==> config.mk <==
export PLATFORM = sky130hd
export DESIGN_NAME = sof_trim_cal
export DESIGN_NICKNAME = d
export VERILOG_FILES = /design/src/rtl/sof_cal_pkg.sv /design/src/rtl/sof_tick_meter.sv /design/src/rtl/sof_bucket_sorter.sv /design/src/rtl/sof_trim_engine.sv /design/src/rtl/sof_trim_cal.sv
export SDC_FILE = /design/constraint.sdc
export NUM_CORES = 1
export LEC_CHECK = 0
export BUFFER_PORTS_ARGS = -buffer_cell sky130_fd_sc_hd__buf_2
export CAP_MARGIN = 20
export CORE_MARGIN = 5
export CORE_UTILIZATION = 45
export DETAILED_ROUTE_END_ITERATION = 8
export GPL_TIMING_DRIVEN = 0
export PLACE_DENSITY = 0.66
export SLEW_MARGIN = 20
export SYNTH_ARGS = -nofsm -noshare
export SYNTH_HDL_FRONTEND = slang
export SYNTH_HIERARCHICAL = 1
export SYNTH_SLANG_ARGS = --single-unit
==> constraint.sdc <==
create_clock -name clk -period 8.5 [get_ports clk]
set_input_delay 0 -clock clk [delete_from_list [all_inputs] [get_ports clk]]
set_output_delay 0 -clock clk [all_outputs]
set_load 0.005 [all_outputs]
==> src/rtl/sof_cal_pkg.sv <==
package sof_cal_pkg;

   typedef enum logic [1:0] {
      OP_NONE = 2'd0,
      OP_BIN  = 2'd1,
      OP_INC  = 2'd2,
      OP_DEC  = 2'd3
   } trim_op_e;

   localparam int OPW_W   = 5;
   localparam int DIR_BIT = 4;

   // Reset threshold k; a fixed nine-bucket profile or an even spread
   function automatic int dflt_thr(int nominal, int ppm, int nthr, int k);
      int band;
      band = (nominal * ppm) / 1000000;
      if (nthr == 8) begin
         case (k)
            0: return (nominal * 70) / 100;
            1: return (nominal * 80) / 100;
            2: return (nominal * 90) / 100;
            3: return nominal - band;
            4: return nominal;
            5: return nominal + band;
            6: return (nominal * 110) / 100;
            default: return (nominal * 120) / 100;
         endcase
      end
      return nominal / 2 + (nominal * (k + 1)) / (nthr + 1);
   endfunction

   // Reset operation word for bucket k
   function automatic logic [OPW_W-1:0] dflt_op(int nbkt, int k);
      if (nbkt != 9) return '0;
      case (k)
         1, 2:    return 5'h11;
         3:       return 5'h13;
         6:       return 5'h12;
         7, 8:    return 5'h01;
         default: return 5'h00;
      endcase
   endfunction

endpackage

==> src/rtl/sof_tick_meter.sv <==
module sof_tick_meter #(
   parameter int CNT_W = 16
) (
   input  logic             clk,
   input  logic             rst_n,
   input  logic             cal_en,
   input  logic             sof,
   output logic             meas_valid,
   output logic [CNT_W-1:0] meas_cnt
);
   localparam logic [CNT_W-1:0] CNT_MAX = '1;
   localparam logic [CNT_W-1:0] CNT_ONE = CNT_W'(1);

   logic             armed_q;
   logic [CNT_W-1:0] cnt_q;

   always_ff @(posedge clk or negedge rst_n) begin
      if (!rst_n) begin
         armed_q <= 1'b0;
         cnt_q   <= '0;
      end else if (!cal_en) begin
         armed_q <= 1'b0;
      end else if (sof) begin
         armed_q <= 1'b1;
         cnt_q   <= CNT_ONE;
      end else if (armed_q && cnt_q != CNT_MAX) begin
         cnt_q   <= cnt_q + CNT_ONE;
      end
   end

   assign meas_valid = cal_en & sof & armed_q;
   assign meas_cnt   = cnt_q;

   AST_CNT_SATURATES: assert property (@(posedge clk) disable iff (!rst_n)
      (cal_en && armed_q && !sof && cnt_q == CNT_MAX) |=> (cnt_q == CNT_MAX));
   AST_STROBE_RESTARTS: assert property (@(posedge clk) disable iff (!rst_n)
      (cal_en && sof) |=> (cnt_q == CNT_ONE && armed_q));
   AST_DISABLE_DISARMS: assert property (@(posedge clk) disable iff (!rst_n)
      !cal_en |=> !armed_q);
endmodule

==> src/rtl/sof_bucket_sorter.sv <==
module sof_bucket_sorter #(
   parameter int CNT_W    = 16,
   parameter int NUM_THR  = 8,
   parameter int NOMINAL  = 24000,
   parameter int PPM_BAND = 1250,
   localparam int IDX_W   = $clog2(NUM_THR),
   localparam int BKT_W   = $clog2(NUM_THR + 1)
) (
   input  logic             clk,
   input  logic             rst_n,
   input  logic             thr_we,
   input  logic [IDX_W-1:0] thr_idx,
   input  logic [CNT_W-1:0] thr_wdata,
   input  logic [CNT_W-1:0] meas_cnt,
   output logic [BKT_W-1:0] bucket
);
   import sof_cal_pkg::*;

   logic [CNT_W-1:0]   thr_q [NUM_THR];
   logic [NUM_THR-1:0] at_or_above;

   always_ff @(posedge clk or negedge rst_n) begin
      if (!rst_n) begin
         for (int i = 0; i < NUM_THR; i++)
            thr_q[i] <= CNT_W'(dflt_thr(NOMINAL, PPM_BAND, NUM_THR, i));
      end else if (thr_we && int'(thr_idx) < NUM_THR) begin
         thr_q[thr_idx] <= thr_wdata;
      end
   end

   for (genvar g = 0; g < NUM_THR; g++) begin : g_cmp
      assign at_or_above[g] = (meas_cnt >= thr_q[g]);
   end

   always_comb begin
      bucket = '0;
      for (int i = 0; i < NUM_THR; i++)
         bucket = bucket + {{(BKT_W-1){1'b0}}, at_or_above[i]};
   end

   AST_SAT_TOP_BUCKET: assert property (@(posedge clk) disable iff (!rst_n)
      (&meas_cnt) |-> (int'(bucket) == NUM_THR));
endmodule

==> src/rtl/sof_trim_engine.sv <==
module sof_trim_engine #(
   parameter int TRIM_W  = 5,
   parameter int NUM_BKT = 9,
   localparam int BKT_W  = $clog2(NUM_BKT),
   localparam int OIDX_W = (BKT_W < 4) ? 4 : BKT_W
) (
   input  logic                           clk,
   input  logic                           rst_n,
   input  logic                           cal_en,
   input  logic                           stop_on_nop,
   input  logic                           upd,
   input  logic [BKT_W-1:0]               bucket,
   input  logic                           op_we,
   input  logic [OIDX_W-1:0]              op_idx,
   input  logic [sof_cal_pkg::OPW_W-1:0]  op_wdata,
   input  logic                           ien_we,
   input  logic [3:0]                     ien_wdata,
   input  logic                           clr_we,
   input  logic [3:0]                     clr_wdata,
   output logic [TRIM_W-1:0]              trim,
   output logic                           sts_under,
   output logic                           sts_over,
   output logic                           irq_under,
   output logic                           irq_over
);
   import sof_cal_pkg::*;

   localparam logic [TRIM_W-1:0] T_MAX  = '1;
   localparam logic [TRIM_W-1:0] T_ONE  = TRIM_W'(1);
   localparam logic [TRIM_W-1:0] STEP0  = T_ONE << (TRIM_W - 1);

   logic [OPW_W-1:0]  op_q [NUM_BKT];
   logic [TRIM_W-1:0] trim_q, trim_d, step_q, step_d;
   logic              halt_q, halt_d, under_q, over_q, set_u, set_o;
   logic [1:0]        ien_q;
   logic [OPW_W-1:0]  op_sel;
   trim_op_e          op_code;
   logic              go_down;

   always_ff @(posedge clk or negedge rst_n) begin
      if (!rst_n) begin
         for (int i = 0; i < NUM_BKT; i++) op_q[i] <= dflt_op(NUM_BKT, i);
      end else if (op_we && int'(op_idx) < NUM_BKT) begin
         op_q[op_idx] <= op_wdata;
      end
   end

   assign op_sel  = op_q[bucket];
   assign op_code = trim_op_e'(op_sel[1:0]);
   assign go_down = op_sel[DIR_BIT];

   always_comb begin
      trim_d = trim_q;
      step_d = step_q;
      halt_d = halt_q;
      set_u  = 1'b0;
      set_o  = 1'b0;
      if (!cal_en) begin
         step_d = STEP0;
         halt_d = 1'b0;
      end else if (upd && !halt_q) begin
         case (op_code)
            OP_NONE: if (stop_on_nop) halt_d = 1'b1;
            OP_BIN: begin
               step_d = (step_q > T_ONE) ? (step_q >> 1) : T_ONE;
               if (go_down) begin
                  if (trim_q == '0)          set_u  = 1'b1;
                  else if (trim_q <= step_q) trim_d = '0;
                  else                       trim_d = trim_q - step_q;
               end else begin
                  if (trim_q == T_MAX)                set_o  = 1'b1;
                  else if (T_MAX - trim_q <= step_q)  trim_d = T_MAX;
                  else                                trim_d = trim_q + step_q;
               end
            end
            OP_INC: if (trim_q == T_MAX) set_o = 1'b1; else trim_d = trim_q + T_ONE;
            OP_DEC: if (trim_q == '0)    set_u = 1'b1; else trim_d = trim_q - T_ONE;
            default: ;
         endcase
      end
   end

   always_ff @(posedge clk or negedge rst_n) begin
      if (!rst_n) begin
         trim_q  <= STEP0;
         step_q  <= STEP0;
         halt_q  <= 1'b0;
         under_q <= 1'b0;
         over_q  <= 1'b0;
         ien_q   <= 2'b00;
      end else begin
         trim_q  <= trim_d;
         step_q  <= step_d;
         halt_q  <= halt_d;
         under_q <= (under_q & ~(clr_we & clr_wdata[3])) | set_u;
         over_q  <= (over_q  & ~(clr_we & clr_wdata[2])) | set_o;
         if (ien_we) ien_q <= ien_wdata[3:2];
      end
   end

   assign trim      = trim_q;
   assign sts_under = under_q;
   assign sts_over  = over_q;
   assign irq_under = under_q & ien_q[1];
   assign irq_over  = over_q  & ien_q[0];

   AST_TRIM_ONLY_ON_MEAS: assert property (@(posedge clk) disable iff (!rst_n)
      !(upd && cal_en) |=> (trim_q == $past(trim_q)));
   AST_UNDER_AT_FLOOR: assert property (@(posedge clk) disable iff (!rst_n)
      $rose(under_q) |-> (trim_q == '0));
   AST_OVER_AT_CEIL: assert property (@(posedge clk) disable iff (!rst_n)
      $rose(over_q) |-> (trim_q == T_MAX));
   AST_STEP_POW2: assert property (@(posedge clk) disable iff (!rst_n)
      $countones(step_q) == 1);
   AST_FROZEN_HOLDS: assert property (@(posedge clk) disable iff (!rst_n)
      (halt_q && cal_en) |=> $stable(trim_q));
endmodule

==> src/rtl/sof_trim_cal.sv <==
module sof_trim_cal #(
   parameter int CNT_W    = 16,
   parameter int NUM_THR  = 8,
   parameter int TRIM_W   = 5,
   parameter int NOMINAL  = 24000,
   parameter int PPM_BAND = 1250,
   localparam int IDX_W   = $clog2(NUM_THR),
   localparam int NUM_BKT = NUM_THR + 1,
   localparam int BKT_W   = $clog2(NUM_BKT),
   localparam int OIDX_W  = (BKT_W < 4) ? 4 : BKT_W
) (
   input  logic                          clk,
   input  logic                          rst_n,
   input  logic                          cal_en,
   input  logic                          stop_on_nop,
   input  logic                          sof,
   input  logic                          thr_we,
   input  logic [IDX_W-1:0]              thr_idx,
   input  logic [CNT_W-1:0]              thr_wdata,
   input  logic                          op_we,
   input  logic [OIDX_W-1:0]             op_idx,
   input  logic [sof_cal_pkg::OPW_W-1:0] op_wdata,
   input  logic                          ien_we,
   input  logic [3:0]                    ien_wdata,
   input  logic                          clr_we,
   input  logic [3:0]                    clr_wdata,
   output logic [TRIM_W-1:0]             fine_trim,
   output logic                          sts_under,
   output logic                          sts_over,
   output logic                          irq_under,
   output logic                          irq_over
);
   if (TRIM_W < 2) begin : g_bad_trim
      $error("TRIM_W must be at least 2");
   end
   if (NUM_THR < 2) begin : g_bad_thr
      $error("NUM_THR must be at least 2");
   end
   if (CNT_W > 30 || (NOMINAL * 12) / 10 > (1 << CNT_W) - 1) begin : g_bad_cnt
      $error("CNT_W too narrow for the top default threshold");
   end

   logic             meas_valid;
   logic [CNT_W-1:0] meas_cnt;
   logic [BKT_W-1:0] bucket;

   sof_tick_meter #(.CNT_W(CNT_W)) u_meter (
      .clk(clk), .rst_n(rst_n), .cal_en(cal_en), .sof(sof),
      .meas_valid(meas_valid), .meas_cnt(meas_cnt)
   );

   sof_bucket_sorter #(
      .CNT_W(CNT_W), .NUM_THR(NUM_THR), .NOMINAL(NOMINAL), .PPM_BAND(PPM_BAND)
   ) u_sorter (
      .clk(clk), .rst_n(rst_n), .thr_we(thr_we), .thr_idx(thr_idx),
      .thr_wdata(thr_wdata), .meas_cnt(meas_cnt), .bucket(bucket)
   );

   sof_trim_engine #(.TRIM_W(TRIM_W), .NUM_BKT(NUM_BKT)) u_engine (
      .clk(clk), .rst_n(rst_n), .cal_en(cal_en), .stop_on_nop(stop_on_nop),
      .upd(meas_valid), .bucket(bucket),
      .op_we(op_we), .op_idx(op_idx), .op_wdata(op_wdata),
      .ien_we(ien_we), .ien_wdata(ien_wdata),
      .clr_we(clr_we), .clr_wdata(clr_wdata),
      .trim(fine_trim), .sts_under(sts_under), .sts_over(sts_over),
      .irq_under(irq_under), .irq_over(irq_over)
   );
endmodule

* Yosys cells after proc, flatten, opt, wreduce, memory -nomap -nowiden
Index checks and enable logic that the tools add are counted.
** Storage, ports and cells
- Register bits after elaboration :: 205
- Bits of input ports :: 45
- Output and inout bits :: 9
- Word-level logic and storage cells :: 137
** Operators by class
- $add $sub $neg :: 13
- $lt $le $gt $ge :: 17
- Equal/unequal tests :: 14
- Mux-type cells :: 39
- Bitwise gates (word level) :: 15
- Reductions and logical operators :: 14
** Operators with widths (count)
- $bwmux 128 :: 1
- $ge 16x16->1 :: 8
- $mux 5 :: 13
- $demux 16 s3 :: 1
- $mux 16 :: 3
- $bwmux 45 :: 1
- $add 4x1->4 :: 6
- $bmux 5 s4 :: 1
- $demux 5 s4 :: 1
- $add 16x1->16 const B :: 1
- $ne 16x16->1 const B :: 1
- $pmux 5 s3 :: 1
- $mux 1 :: 14
- $ge 5x5->1 const B :: 2
- $le 5x5->1 :: 2
- $ne 2x1->1 const B :: 5
- $not 4->5 :: 2
- $and 1x1->1 :: 8
- $reduce_and 7->1 :: 1
- $add 5x1->5 const B :: 1
- $add 5x5->5 :: 1
- $eq 5x5->1 const B :: 1
- $gt 5x1->1 const B :: 1
- $logic_and 1x1->1 :: 5
- other kinds (25) :: 31

* Logic depth before layout (Yosys ltp)
- Depth in word-level cells :: 17
- Gate-level depth with buffers :: 27
- Depth with buffers taken out :: 26

* Hierarchy
Netlist, hierarchy kept.
** Modules (own cells, without submodules)
- sof_bucket_sorter :: instances 1, cells each 788, area each 8067.7 µm², seq. area each 3264.4 µm²
- sof_trim_engine :: instances 1, cells each 255, area each 2827.7 µm², seq. area each 1067.3 µm²
- sof_tick_meter :: instances 1, cells each 108, area each 993.5 µm², seq. area each 425.4 µm²

* Worst setup path after synthesis
OpenSTA, ideal clock, no wires.
- Path kind :: register to register
- Start :: register u_meter.cnt_q[0] (netlist: u_meter/meas_cnt[0])
- End :: register u_engine.trim_q[4] (netlist: u_engine/trim[4])
- Setup time :: 0.073 ns
- Arrival time :: 6.555 ns
- Required time :: 8.427 ns
- Slack :: 1.872 ns
- Cell stages (with the launch flop) :: 28
- Buffers on the path :: 1
- Period minus slack after synthesis :: 6.628 ns
- Path through :: dfrtp_1 > inv_1 > ha_1 > nand2b_1 > a2111oi_0 > nor4b_1 > nor4_1 > fa_1 > fa_1 > fa_1 > inv_1 > ha_1 > inv_1 > fa_1 > inv_1 > buf_2 > mux4_2 > mux2i_1 > o21a_1 > inv_1 > ha_1 > fa_1 > a21o_1 > a21oi_1 > mux2_2 > nand2_1 > nand3_1 > a21oi_1
** On the way
- Word-level cells in the longest chain between the ends :: 15
- Elaborated cells on any way between the ends :: 30
- Classes of those cells :: 7 x add/sub; 8 x order compare; 7 x eq/ne; 5 x mux; 1 x bitwise; 2 x reduce/logical
** Ends and longest elaborated chain
- start: declaration :: line sof_tick_meter.sv:15 : logic [CNT_W-1:0] cnt_q;
- start signal: assignment :: line sof_tick_meter.sv:27 : cnt_q <= cnt_q + CNT_ONE;
- $ge 16x16->1 :: line sof_bucket_sorter.sv:32 : assign at_or_above[g] = (meas_cnt >= thr_q[g]);
- $add 1x1->2 :: line sof_bucket_sorter.sv:38 : bucket = bucket + {{(BKT_W-1){1'b0}}, at_or_above[i]};
- $add 4x1->4 (5 in a row) :: line sof_bucket_sorter.sv:38
- $add 4x1->4 (*) :: line sof_bucket_sorter.sv:38
- named net bucket[1] :: line sof_trim_cal.sv:45 : logic [BKT_W-1:0] bucket;
- $not 4->5 (not written as such) (*) :: line sof_trim_engine.sv:48 : assign op_sel = op_q[bucket];
- $bmux 5 s4 (*) :: line sof_trim_engine.sv:48
- $mux 5 (not written as such) (*) (2 in a row) :: line sof_trim_engine.sv:48
- $eq 2x1->1 / $eq 2x2->1 (equally long branches) :: line sof_trim_engine.sv:62 : case (op_code)
- $ne 3x3->1 (no source line), or another cell as far along
- $reduce_and 7->1 (no source line)
- end signal: assignment :: line sof_trim_engine.sv:92 : trim_q <= trim_d;
- end: declaration :: line sof_trim_engine.sv:33 : logic [TRIM_W-1:0] trim_q, trim_d, step_q, step_d;
The timed path passes the listed nets; every way through them passes the cells marked *. The select of a mux whose other input is x is not followed.
A chain may end at the register's enable or synchronous reset.

* Worst setup path after layout
- Start :: register u_meter.cnt_q[0] (netlist: u_meter/meas_cnt[0])
- End :: register u_engine.trim_q[2] (netlist: u_engine/trim[2])
Same word-level chain as after synthesis.

==> flow_metrics.py <==
metrics = {
    "status": {
        "status": "finished clean",
    },
    "clocking": {
        "worstSkewPairLatency_ps": 440,
        "cts_made_buffers": 17,
        "clk_pin_slew_ps": 70,
        "cts_tree": "yes",
        "clock_path_buffers": 2,
        "clock-sinks": 187,
        "htree_levels": 4,
        "clockRootBuffer": "clkbuf_16",
    },
    "placed_design": {
        "io_buffer_count": 42,
        "place_ws_ps": 692,
        "post_dp_cell_area_um2": 12600,
        "dpl.cell_count": 1530,
        "routabilityCongestion": 0.843,
        "dp_hpwl_um": 19900,
    },
    "timing": {
        "skew_ps": 10.5,
        "setup_ws_ps": 819,
        "drv_slew": 0,
        "fin_crit_sh": 0.904,
        "hold_viol_final": 0,
        "relSlewSlack": 0.407,
        "rsz0062_at_grt": "no",
        "setup_viol_count_final": 0,
        "worst_slew_pin_slew_ps": 867,
        "fin_setup_tns_ps": 0,
        "post-route-min-period_ps": 7680,
        "max_freq_ghz": 0.130,
    },
    "synthesis": {
        "synthCells": 1151,
        "synth.net_count": 1356,
        "synth_ff_type": "dfrtp_1",
        "ys_warn_count": 6,
        "synth-seq-area-share": 0.400,
        "synth.ff_latch_count": 187,
        "synth_area_leaders": "dfrtp_1, ha_1, dfstp_2",
        "synth_area_um2": 11900,
        "synth_edf_count": 0,
        "yosysUniqueCellTypes": 74,
        "synthArstFlopShare": 1.00,
        "synth.avg_cell_area_um2": 10.3,
        "yosysTopAreaCellShare": 0.263,
        "synth_top_cell_by_area": "dfrtp_1",
    },
    "floorplan": {
        "start_util": 0.456,
        "io_pins": 54,
        "coreArea_um2": 26100,
        "rows": 59,
        "fp.dieW_um": 173,
        "dieArea_um2": 29800,
        "die_y_um": 173,
    },
    "grt": {
        "use_met3": 0.0321,
        "grt.busiest_layer": "met2",
        "grt_pass1_wl_um": 46300,
        "track_usage": 0.190,
        "grt_pass1_vias": 8771,
        "grt_overflow": 0,
        "grt.met1_usage": 0.261,
        "grtUsageMet2": 0.317,
        "antenna_found_initial": 0,
        "grt_max_degree": 74,
    },
    "drt": {
        "first_pass_iters": 5,
        "drc": 0,
        "viasPerCell": 5.47,
        "drt_iter0_markers": 540,
        "num_vias": 8727,
        "totalWireLength_um": 28000,
        "ant_nets": 0,
        "wl_per_cell_um": 17.6,
    },
    "worst_setup_path": {
        "cp-end-kind": "flop",
        "criticalPathCategory": "flop to flop",
        "startpoint": "u_meter/meas_cnt[0]$_DFFE_PN0P_",
        "crit_arrival_ps": 8000,
        "startpoint_type": "flop",
        "slowest_stage": "fa_1",
        "critPathCapture": "u_engine/trim[2]$_DFFE_PN0P_",
        "required_ps": 8820,
        "r2r_end": "u_engine/trim[2]$_DFFE_PN0P_",
        "rr_worst_depth": 27,
        "ff2ff_setup_slack_ps": 820,
        "slowest_delay_ps": 540,
        "crit_top_cell": "inv_1",
        "r2r-start": "u_meter/meas_cnt[0]$_DFFE_PN0P_",
        "path_max_fanout": 10,
    },
    "finish": {
        "area_growth_pct": 13.9,
        "fin_nets": 1451,
        "antenna_cells": 0,
        "final_cells": 1594,
        "layout_commonest_cell": "ha_1",
        "layout_common_cells": "ha_1, inv_1, dfrtp_1, nand2_1, mux2_2",
        "fin_area_um2": 13500,
        "drive_gt1_frac": 0.230,
    },
    "flow_run": {
        "max_cap_violations": 0,
    },
    "power": {
        "powerDensity_nw_per_um2": 253,
        "ir_worst_vdd_uv": 149,
        "p_leak_nw": 6.41,
    },
    "min_path": {
        "min_path_type": "primary input to asynchronous set/reset pin",
    },
}
## metal layers
| layer | wire (µm) | vias to the layer above |
|---|---|---|
| li1 | - | 4230 |
| met4 | 340 | 0 |
| met5 | 0 | - |
| met3 | 1210 | 21 |
| met2 | 13300 | 172 |
| met1 | 13200 | 4304 |
## registers in the layout, summed over array words and instances (netlist names), 2 cells and up
| signal | cells |
|---|---|
| u_sorter/thr_q | 128 |
| u_engine/op_q | 27 |
| u_engine/ien_q | 2 |
| u_engine/step_q | 5 |
| u_engine/trim | 5 |
| u_meter/meas_cnt | 16 |
## Yosys cell counts (4+ instances only)
library cell,number
ha_1,153
inv_1,148
dfrtp_1,125
nand2_1,109
mux2_2,97
o21ai_0,75
dfstp_2,62
a21oi_1,59
nor2_1,33
nand3_1,28
nand4_1,25
buf_2,17
nand2b_1,15
nor3_1,14
a21o_1,13
o21a_1,10
mux2i_1,9
nor4_1,9
a31oi_1,8
clkbuf_1,8
nor2b_1,8
nor4b_1,8
fa_1,7
a22o_1,6
a2111oi_0,5
buf_6,5
nand3b_1,5
nor3b_1,5
a211oi_1,4
a221o_1,4
and2_1,4
mux4_2,4
xnor2_1,4
xor2_1,4
## how the worst min path moves through the flow
stage | from | to | slack, ps | depth (start not counted)
floorplan | rst_n | u_engine/halt_q$_DFFE_PN0P_ | -300 | 0
global placement | ien_wdata[2] | u_engine/ien_q[0]$_DFFE_PN0P_ | 230 | 2
detailed placement | rst_n | u_engine/trim[0]$_DFFE_PN0P_ | -70 | 1
CTS | op_idx[0] | u_engine/op_q[10]$_DFFE_PN0P_ | 30 | 3
global route | op_idx[0] | u_engine/op_q[14]$_DFFE_PN1P_ | 50 | 3
finish | rst_n | u_engine/trim[0]$_DFFE_PN0P_ | 60 | 2
## area by class of cell
class / instances / area, µm²
fillers: 2311 / 12500
multi-input cells: 783 / 6390
flip-flops and latches: 187 / 4760
repair buffers: 76 / 596
inverters: 148 / 556
clock buffers: 17 / 425
well taps: 335 / 419
clock inverters: 15 / 211
plain buffers: 33 / 194
## worst max-delay path, delay by kind of cell (launching register included)
kind / cells / cell delay, ps
AND/OR/NAND/NOR: 3 / 590
adder cells (fa/ha/maj): 7 / 2730
multiplexers: 3 / 850
buffers and inverters: 7 / 1030
AO/OA/AOI/OAI: 7 / 1920
flip-flops: 1 / 430
## power breakdown
| group | internal [W] | switching, W | leakage (nW) |
|---|---|---|---|
| combinational | 0.000585 | 0.000645 | 3.92 |
| clock | 0.000499 | 0.000376 | 0.303 |
| sequential | 0.00112 | 0.000199 | 2.19 |
## what timing repair did
action                                 4_1_cts  5_1_grt
setup endpoints to repair                    0        1
endpoints found under the hold margin      283        0
buffers inserted                             0        0
resized for setup                            0        1
hold buffers                                32        0
## per-stage QoR
stage | total power [W] | hold WS [ps] | utilization
floorplan | 0.00219 | -296 | -
global placement | 0.00249 | 233 | 0.480
detailed placement | 0.00255 | -65.9 | 0.483
CTS | 0.00345 | 31.6 | 0.520
global route | 0.00368 | 53.1 | 0.520
finish | 0.00343 | 55.4 | 0.520
## cell families after synthesis
group / share of synthesized area
xor gates and xnor gates: 0.00589
DFF: 0.400
AOI/OAI and AO/OA: 0.112
buffers and inverters: 0.0630
muxes: 0.113
adders and majority gates: 0.173
and+or+nand+nor: 0.134
Note: power is estimated with default switching activity, not from simulation.
